==> src/rtl/rsm_pkg.sv <==
package rsm_pkg;
    // Reassembly header, most significant field first (first on the wire)
    typedef struct packed {
        logic [3:0]  version;
        logic [11:0] rsvd;
        logic [15:0] data_id;
        logic [31:0] offset;
        logic [31:0] length;
        logic [63:0] tick;
    } rsm_hdr_t;

    localparam int HDR_BITS = $bits(rsm_hdr_t);
endpackage

==> src/rtl/rsm_fit_chk.sv <==
// Decides whether a packet's byte range lies inside a usable event length.
module rsm_fit_chk #(
    parameter int BUF_BYTES = 64
) (
    input  logic [31:0] off_i,
    input  logic [15:0] pay_i,
    input  logic [31:0] lim_i,
    output logic        ok_o
);
    logic [32:0] end_pos;
    always_comb begin
        end_pos = {1'b0, off_i} + {17'd0, pay_i};
        ok_o    = (lim_i != 32'd0) &&
                  (lim_i <= 32'(BUF_BYTES)) &&
                  (end_pos <= {1'b0, lim_i});
    end
endmodule

==> src/rtl/rsm_idle_timer.sv <==
// Per-slot idle counter: cleared by kick or when not running.
module rsm_idle_timer #(
    parameter int CW = 16
) (
    input  logic          clk,
    input  logic          rst_n,
    input  logic          run_i,
    input  logic          kick_i,
    input  logic [CW-1:0] limit_i,
    output logic          expire_o
);
    logic [CW-1:0] cnt_d, cnt_q;

    always_comb begin
        cnt_d = cnt_q;
        if (kick_i || !run_i)  cnt_d = '0;
        else if (cnt_q != '1)  cnt_d = cnt_q + 1'b1;
    end

    always_ff @(posedge clk) begin
        if (!rst_n) cnt_q <= '0;
        else        cnt_q <= cnt_d;
    end

    assign expire_o = run_i && (cnt_q >= limit_i);
endmodule

==> src/rtl/rsm_ev_buf.sv <==
// Event byte storage with one write port and a registered read port.
module rsm_ev_buf #(
    parameter int DEPTH = 128,
    parameter int DW    = 8,
    localparam int AW   = $clog2(DEPTH)
) (
    input  logic          clk,
    input  logic          we_i,
    input  logic [AW-1:0] waddr_i,
    input  logic [DW-1:0] wdata_i,
    input  logic [AW-1:0] raddr_i,
    output logic [DW-1:0] rdata_o
);
    logic [DW-1:0] mem_q [DEPTH];
    logic [DW-1:0] rdata_q;

    always_ff @(posedge clk) begin
        if (we_i) mem_q[waddr_i] <= wdata_i;
        rdata_q <= mem_q[raddr_i];
    end

    assign rdata_o = rdata_q;
endmodule

==> src/rtl/rsm_event_assembler.sv <==
module rsm_event_assembler
    import rsm_pkg::*;
#(
    parameter int NUM_SLOTS = 2,
    parameter int BUF_BYTES = 64,
    parameter int TIMER_W   = 16,
    parameter int DROP_W    = 16,
    localparam int SLOT_W   = $clog2(NUM_SLOTS),
    localparam int ADDR_W   = $clog2(BUF_BYTES),
    localparam int LEN_W    = ADDR_W + 1,
    localparam int MEM_AW   = SLOT_W + ADDR_W
) (
    input  logic                 clk,
    input  logic                 rst_n,
    input  logic [15:0]          cfg_data_id,
    input  logic [TIMER_W-1:0]   cfg_timeout,
    input  logic                 hdr_valid,
    input  logic [HDR_BITS-1:0]  hdr,
    input  logic [15:0]          hdr_pay_bytes,
    input  logic                 dat_valid,
    input  logic [7:0]           dat,
    input  logic [SLOT_W-1:0]    rd_sel,
    input  logic [ADDR_W-1:0]    rd_addr,
    input  logic                 rd_free,
    output logic [7:0]           rd_data,
    output logic [63:0]          rd_tick,
    output logic [LEN_W-1:0]     rd_len,
    output logic [NUM_SLOTS-1:0] ready_mask,
    output logic                 err_pulse,
    output logic                 drop_pulse,
    output logic                 tout_pulse,
    output logic [DROP_W-1:0]    drop_count
);
    typedef struct packed {
        logic             busy;
        logic             ready;
        logic [63:0]      tick;
        logic [LEN_W-1:0] len;
        logic [LEN_W-1:0] cnt;
    } slot_t;

    typedef struct packed {
        slot_t [NUM_SLOTS-1:0] slot;
        logic                  rx;
        logic                  keep;
        logic [SLOT_W-1:0]     rs;
        logic [ADDR_W-1:0]     wptr;
        logic [15:0]           left;
        logic                  err;
        logic                  drop;
        logic                  tout;
        logic [DROP_W-1:0]     dcnt;
    } state_t;

    state_t st_d, st_q;

    rsm_hdr_t h;
    assign h = rsm_hdr_t'(hdr);

    // ---------------- slot lookup ----------------
    logic [NUM_SLOTS-1:0] hit, run, kick, expire;
    logic                 hit_any, free_any;
    logic [SLOT_W-1:0]    hit_idx, free_idx;

    always_comb begin
        hit_any  = 1'b0;
        free_any = 1'b0;
        hit_idx  = '0;
        free_idx = '0;
        for (int i = NUM_SLOTS - 1; i >= 0; i--) begin
            hit[i] = st_q.slot[i].busy && (st_q.slot[i].tick == h.tick);
            if (hit[i]) begin
                hit_any = 1'b1;
                hit_idx = SLOT_W'(i);
            end
            if (!st_q.slot[i].busy) begin
                free_any = 1'b1;
                free_idx = SLOT_W'(i);
            end
        end
    end

    // ---------------- fit check ----------------
    logic [31:0] lim;
    logic        fit_ok;
    assign lim = hit_any ? {{(32-LEN_W){1'b0}}, st_q.slot[hit_idx].len} : h.length;

    rsm_fit_chk #(.BUF_BYTES(BUF_BYTES)) u_fit (
        .off_i (h.offset),
        .pay_i (hdr_pay_bytes),
        .lim_i (lim),
        .ok_o  (fit_ok)
    );

    logic take_hdr, id_match;
    assign take_hdr = hdr_valid && !st_q.rx;
    assign id_match = (h.data_id == cfg_data_id);

    // ---------------- idle timers ----------------
    always_comb begin
        for (int i = 0; i < NUM_SLOTS; i++) begin
            run[i]  = st_q.slot[i].busy && !st_q.slot[i].ready &&
                      !(st_q.rx && st_q.keep && (st_q.rs == SLOT_W'(i)));
            kick[i] = take_hdr && id_match &&
                      ((hit_any && hit_idx == SLOT_W'(i)) ||
                       (!hit_any && free_any && fit_ok && free_idx == SLOT_W'(i)));
        end
    end

    for (genvar g = 0; g < NUM_SLOTS; g++) begin : g_tmr
        rsm_idle_timer #(.CW(TIMER_W)) u_tmr (
            .clk      (clk),
            .rst_n    (rst_n),
            .run_i    (run[g]),
            .kick_i   (kick[g]),
            .limit_i  (cfg_timeout),
            .expire_o (expire[g])
        );
    end

    // ---------------- next state ----------------
    logic              we;
    logic [MEM_AW-1:0] waddr;
    logic [LEN_W-1:0]  cnt_new;

    always_comb begin
        st_d      = st_q;
        st_d.err  = 1'b0;
        st_d.drop = 1'b0;
        st_d.tout = 1'b0;
        we        = 1'b0;
        waddr     = {st_q.rs, st_q.wptr};
        cnt_new   = st_q.slot[st_q.rs].cnt + 1'b1;

        // abandonment of idle slots; a header hitting the slot wins
        for (int i = 0; i < NUM_SLOTS; i++) begin
            if (expire[i] && !(take_hdr && id_match && hit[i])) begin
                st_d.slot[i].busy = 1'b0;
                st_d.tout         = 1'b1;
            end
        end

        // release after drain
        if (rd_free && st_q.slot[rd_sel].ready) begin
            st_d.slot[rd_sel].busy  = 1'b0;
            st_d.slot[rd_sel].ready = 1'b0;
        end

        // header acceptance
        if (take_hdr) begin
            st_d.rx   = (hdr_pay_bytes != 16'd0);
            st_d.keep = 1'b0;
            st_d.left = hdr_pay_bytes;
            st_d.wptr = h.offset[ADDR_W-1:0];
            if (id_match) begin
                if (hit_any) begin
                    if (st_q.slot[hit_idx].ready || !fit_ok) begin
                        st_d.err = 1'b1;
                    end else begin
                        st_d.keep = 1'b1;
                        st_d.rs   = hit_idx;
                    end
                end else if (free_any) begin
                    if (!fit_ok) begin
                        st_d.err = 1'b1;
                    end else begin
                        st_d.keep                 = 1'b1;
                        st_d.rs                   = free_idx;
                        st_d.slot[free_idx].busy  = 1'b1;
                        st_d.slot[free_idx].ready = 1'b0;
                        st_d.slot[free_idx].tick  = h.tick;
                        st_d.slot[free_idx].len   = h.length[LEN_W-1:0];
                        st_d.slot[free_idx].cnt   = '0;
                    end
                end else begin
                    st_d.drop = 1'b1;
                    if (st_q.dcnt != '1) st_d.dcnt = st_q.dcnt + 1'b1;
                end
            end
        end

        // data bytes
        if (st_q.rx && dat_valid) begin
            if (st_q.keep) begin
                we                     = 1'b1;
                st_d.slot[st_q.rs].cnt = cnt_new;
                if (cnt_new == st_q.slot[st_q.rs].len)
                    st_d.slot[st_q.rs].ready = 1'b1;
            end
            st_d.wptr = st_q.wptr + 1'b1;
            st_d.left = st_q.left - 1'b1;
            if (st_q.left == 16'd1) st_d.rx = 1'b0;
        end
    end

    always_ff @(posedge clk) begin
        if (!rst_n) st_q <= '0;
        else        st_q <= st_d;
    end

    // ---------------- storage ----------------
    rsm_ev_buf #(.DEPTH(NUM_SLOTS * BUF_BYTES), .DW(8)) u_buf (
        .clk     (clk),
        .we_i    (we),
        .waddr_i (waddr),
        .wdata_i (dat),
        .raddr_i ({rd_sel, rd_addr}),
        .rdata_o (rd_data)
    );

    // ---------------- outputs ----------------
    always_comb begin
        for (int i = 0; i < NUM_SLOTS; i++) ready_mask[i] = st_q.slot[i].ready;
    end
    assign rd_tick    = st_q.slot[rd_sel].tick;
    assign rd_len     = st_q.slot[rd_sel].len;
    assign err_pulse  = st_q.err;
    assign drop_pulse = st_q.drop;
    assign tout_pulse = st_q.tout;
    assign drop_count = st_q.dcnt;

    // ---------------- assertions ----------------
    // a stored byte never lands at or past the slot's declared length
    assert_write_in_bounds_R7: assert property (@(posedge clk) disable iff (!rst_n)
        we |-> (LEN_W'(st_q.wptr) < st_q.slot[st_q.rs].len));

    // every drop pulse comes with one more counted drop (or saturation)
    assert_drop_counted_R6: assert property (@(posedge clk) disable iff (!rst_n)
        (drop_pulse && $past(rst_n)) |->
            ((drop_count == $past(drop_count) + 1'b1) || (drop_count == '1)));

    // releasing a ready slot clears its ready bit on the next edge
    assert_free_clears_R5: assert property (@(posedge clk) disable iff (!rst_n)
        (rd_free && ready_mask[rd_sel]) |=> !ready_mask[$past(rd_sel)]);

    // no abandonment pulse unless a slot was busy and still filling
    assert_timeout_source_R8: assert property (@(posedge clk) disable iff (!rst_n)
        $rose(tout_pulse) |-> ($countones($past(run)) != 0));

    for (genvar a = 0; a < NUM_SLOTS; a++) begin : g_chk
        // a slot becomes ready only with its full byte count
        assert_ready_on_count_R4: assert property (@(posedge clk) disable iff (!rst_n)
            $rose(st_q.slot[a].ready) |-> (st_q.slot[a].cnt == st_q.slot[a].len));
        // a ready slot is always an occupied slot
        assert_ready_busy_R3: assert property (@(posedge clk) disable iff (!rst_n)
            st_q.slot[a].ready |-> st_q.slot[a].busy);
    end
endmodule

==> config.mk <==
export PLATFORM = sky130hd
export DESIGN_NAME = rsm_event_assembler
export DESIGN_NICKNAME = d
export VERILOG_FILES = /design/src/rtl/rsm_pkg.sv /design/src/rtl/rsm_fit_chk.sv /design/src/rtl/rsm_idle_timer.sv /design/src/rtl/rsm_ev_buf.sv /design/src/rtl/rsm_event_assembler.sv
export SDC_FILE = /design/constraint.sdc
export NUM_CORES = 2
export LEC_CHECK = 0
export ABC_CLOCK_PERIOD_IN_PS = 5700
export BUFFER_PORTS_ARGS = -buffer_cell sky130_fd_sc_hd__buf_2
export CAP_MARGIN = 5
export CORE_UTILIZATION = 32
export CTS_CLUSTER_SIZE = 28
export DETAILED_ROUTE_END_ITERATION = 12
export HOLD_SLACK_MARGIN = 0.02
export PLACE_DENSITY = 0.6
export SLEW_MARGIN = 20
export SYNTH_ARGS = -nofsm -noshare
export SYNTH_HDL_FRONTEND = slang
export SYNTH_HIERARCHICAL = 1
export SYNTH_SLANG_ARGS = --single-unit
==> constraint.sdc <==
create_clock -name clk -period 5.7 [get_ports clk]
set_input_delay 1.14 -clock clk [delete_from_list [all_inputs] [get_ports clk]]
set_output_delay 1.14 -clock clk [all_outputs]
set_load 0.005 [all_outputs]
==> results by stage <==
Critical path:
- The critical path starts at hdr[47].
- The capturing point of the worst reg2reg path is g_tmr[1].u_tmr/cnt_q[7].
- Data on the critical path arrives at its endpoint at 6.12 ns.
- At the worst endpoint, the required time is 6.38 ns.
- Of all nets on the critical path, the largest fanout is 15.
- The number of cells on the worst reg-to-reg path is 25.
- The destination of the critical timing path is g_tmr[1].u_tmr/cnt_q[7].
- The endpoint type of the worst setup path is a flop.
- The setup slack on the worst flop-to-flop path is 0.39 ns.
- The launching element type of the critical path is an input pin.
- The setup path with the least slack is of type in -> reg.

GRT:
- The maximum number of pins on one net before global-route repair is 128.
- Global routing used 16.40% of the available tracks.
- The final global-route overflow total is 0.
- The number of antenna violations at the first check in global routing is 19.
- The first global-routing pass estimated 215.1 mm of wire.
- The number of global-route vias before repair was 32910.

Clock network:
- After clock tree synthesis, the flow added hold-fix buffers numbering 0.
- The count of clock tree sinks is 1268.
- The clock insertion delay at the later pin of the skew report is 0.75 ns.
- No sink is reached through more buffers than the 3 on the longest clock path.
- The number of buffers added by the clock tree synthesis step is 141.
- The post-CTS clock slew at the launch and capture registers of the worst setup and hold paths is 0.06 ns.
- The number of H-tree branching levels is 4.
- The TritonCTS clock tree is done.
- In this run the clock root is driven by a clkbuf_16.

STA:
- The final critical-path setup slack is 0.2606 ns.
- Of the available clock period, the critical path in the final layout requires 95.43%.
- The count of final max-slew check failures is 0.
- The worst-case headroom to the max-slew limit is 30.85%.
- The number of failing hold endpoints at the final stage came to 0.
- The slew of the pin with the lowest slew margin is 1.033 ns.
- The clock skew is 0.02887 ns.
- For this run, the top clock speed supported by timing is 183.8 MHz.
- Subtracting the final worst setup slack from the clock period gives 5.439 ns.
- The setup violation total in the final timing report is 0.

Routing:
- The number of search-and-repair iterations in the first detailed-routing pass is 5.
- The final routed wirelength across all metal layers is 144.3 mm.
- The first routing iteration left 2515 violations.
- The post-route antenna net violation count is 0.
- The number of vias in the routed layout is 32990.
- Using the TritonRoute via totals, the vias-per-cell ratio works out to 5.031.
- In the final routed layout, each cell accounts on average for 22.00 microns.
- For this run, design rule violations remaining after detail routing come to 0.

Synthesis:
- In the post-synthesis netlist, the biggest area contributors are edfxtp_1, mux4_2, dfxtp_1.
- By count the netlist is led by edfxtp_1, mux4_2, nor2_1, dfxtp_1, nand2_1.
- Sequential cells were found to cover 64.28% of the synthesized design area.
- The combined area of all synthesized cells is 55440 sq um.
- For this run, the leading register cell type out of synthesis is edfxtp_1.
- The number of enable-type register cells in the synthesized netlist is 1024.
- The proportion of synthesized flip-flops having asynchronous set or reset is 0%.
- The flip-flop and latch count after synthesis is 1268.
- The Yosys step of the flow raised 6 warnings.
- The synthesized instance count is 3572.
- The number of distinct standard cells referenced by the synthesized netlist is 87.
- The share of synthesized area in the top cell type comes to 55.47%.
- The number of nets produced by synthesis is 3888.
- The mean post-synth cell area is 15.52 sq um.
- Yosys instantiated no cell more often than edfxtp_1.
- The largest total area in the synthesized netlist belongs to edfxtp_1.

Job:
- Across the run, the number of max-cap violations was 0.

Die:
- In this run the horizontal extent of the chip is 418.2 microns.
- The die covers 174900 sq um.
- The placeable core area is 171900 sq um.
- The count of standard-cell rows is 152.
- The starting utilization of the core area is 32.25%.
- The number of top-level pins is 328.
- The overall die height is 418.2 microns.

Power and ir drop:
- The power density relative to cell area is 305.4 nW/um^2.
- The leakage power summed over all cells is 22.73 nW.
- The worst IR drop on VDD is 0.0002762 V.

Layout:
- For this run, the share of the core covered by cells in the final layout is 38.38%.
- Leaving out filler cells and counting taps, the final layout contains 6557.
- Once layout is done, the placed cells without fillers occupy 65990 sq um.
- Counting the fill cells in the layout gives 16050.
- The proportion of layout cells with a drive suffix above 1 is 29.76%.
- Relative to the synthesized area, the layout overhead comes to 19.03%.
- The final layout contains 4449 nets.

Place:
- The pre-CTS setup slack is -0.6354 ns.
- The estimated wirelength of the detail-placed design is 97.42 mm.
- The number of buffers inserted by port buffering is 311.
- The placed cell area is 61480 sq um.
- The placed cell count is 6300.
- The congestion estimate from routability-driven global placement came to 0.8514.

Status:
- The run finished with clean final reports.

Min path:
- The worst hold path belongs to the class reg -> reg.
-- per-layer routing --
metal	vias to the layer above	global-route usage, %	share of wire (%)
met5	-	0	0.067
met4	16	4.408	2.3
met3	210	3.601	6.5
met2	983	27.39	49
met1	16800	21.43	42
li1	14980	-	-
-- final cells by class --
type                            count  area (sq um)  area share, %
Clock buffer                      182          3825          5.796
Antenna cell                        7         17.52        0.02655
Clock inverter                     68         630.6         0.9557
Tap cell                         2310          2890          4.380
Inverter                          105         401.6         0.6087
Multi-Input combinational cell   2011         18470          27.99
Timing Repair Buffer              606          4116          6.238
Sequential cell                  1268         35630          54.00
-- logic make-up after synthesis --
kind of cell | count (synthesis) | synth area share, %
flip-flops | 1268 | 64.28
multiplexers | 501 | 16.80
XOR/XNOR | 166 | 2.623
AND/OR/NAND/NOR | 891 | 7.710
adder cells (fa/ha/maj) | 88 | 2.000
AO/OA/AOI/OAI | 365 | 4.071
buffers and inverters | 293 | 2.519
-- where the power goes --
| group | switching [W] | internal (W) |
|---|---|---|
| Sequential | 0.0000247 | 0.0100 |
| Clock | 0.00371 | 0.00504 |
| Combinational | 0.000771 | 0.000597 |
-- through the flow --
step | hold slack, ns | TNS, ns | total power, W
2_1_floorplan | 0.4387 | 0 | 0.01094
5_1_grt | 0.4965 | -0.02200 | 0.02081
4_1_cts | 0.4652 | 0 | 0.02036
3_3_place_gp | 0.4468 | -70.84 | 0.01158
3_5_place_dp | 0.4571 | -78.46 | 0.01161
6_report | 0.4681 | 0 | 0.02015
-- repair_timing --
| action | in CTS | in global routing |
|---|---|---|
| resized for setup | 0 | 7 |
| endpoints found under the setup margin | 0 | 81 |
| buffers inserted | 0 | 0 |
-- layout by cell type, fill, tap and decap left out, types with 33 or more instances in the layout --
cell type / count
a21oi_1: 175
and2_1: 33
buf_2: 299
buf_4: 281
clkbuf_16: 143
dfxtp_1: 244
edfxtp_1: 1024
ha_1: 87
inv_1: 104
mux2_2: 77
mux2i_1: 88
mux4_2: 336
nand2_1: 242
nand3_1: 59
nand4_1: 56
nor2_1: 307
nor3_1: 39
o21ai_0: 61
xnor2_1: 146
-- worst min-delay path by stage --
| stage | slack [ns] | from | depth (start not counted) | endpoint |
|---|---|---|---|---|
| finish | 0.47 | st_q[30] | 2 | st_q[30] |
| global route | 0.50 | flop | 2 | flop |
| CTS | 0.47 | st_q[30] | 2 | st_q[30] |
| detailed placement | 0.46 | st_q[30] | 2 | st_q[30] |
| global placement | 0.45 | st_q[30] | 2 | st_q[30] |
| floorplan | 0.44 | st_q[30] | 2 | st_q[30] |
-- critical path: stages --
cell	delay, ns
buf_2	0.13
inv_1	0.06
a222oi_1	0.37
nand4_1	0.17
or4_4	0.54
nor2_2	0.18
buf_12	0.16
mux2i_1	0.08
o21ai_1	0.26
inv_1	0.08
ha_1	0.29
nand4_1	0.10
nor4_2	0.37
o31ai_1	0.13
a31oi_1	0.22
o31ai_1	0.09
a22oi_1	0.28
a31oi_4	0.10
a21oi_1	0.18
nor3b_1	0.07
buf_4	0.16
nand3b_1	0.19
buf_12	0.19
or4_1	0.49
nand2_1	0.07
(Power assumes the default switching activity.)
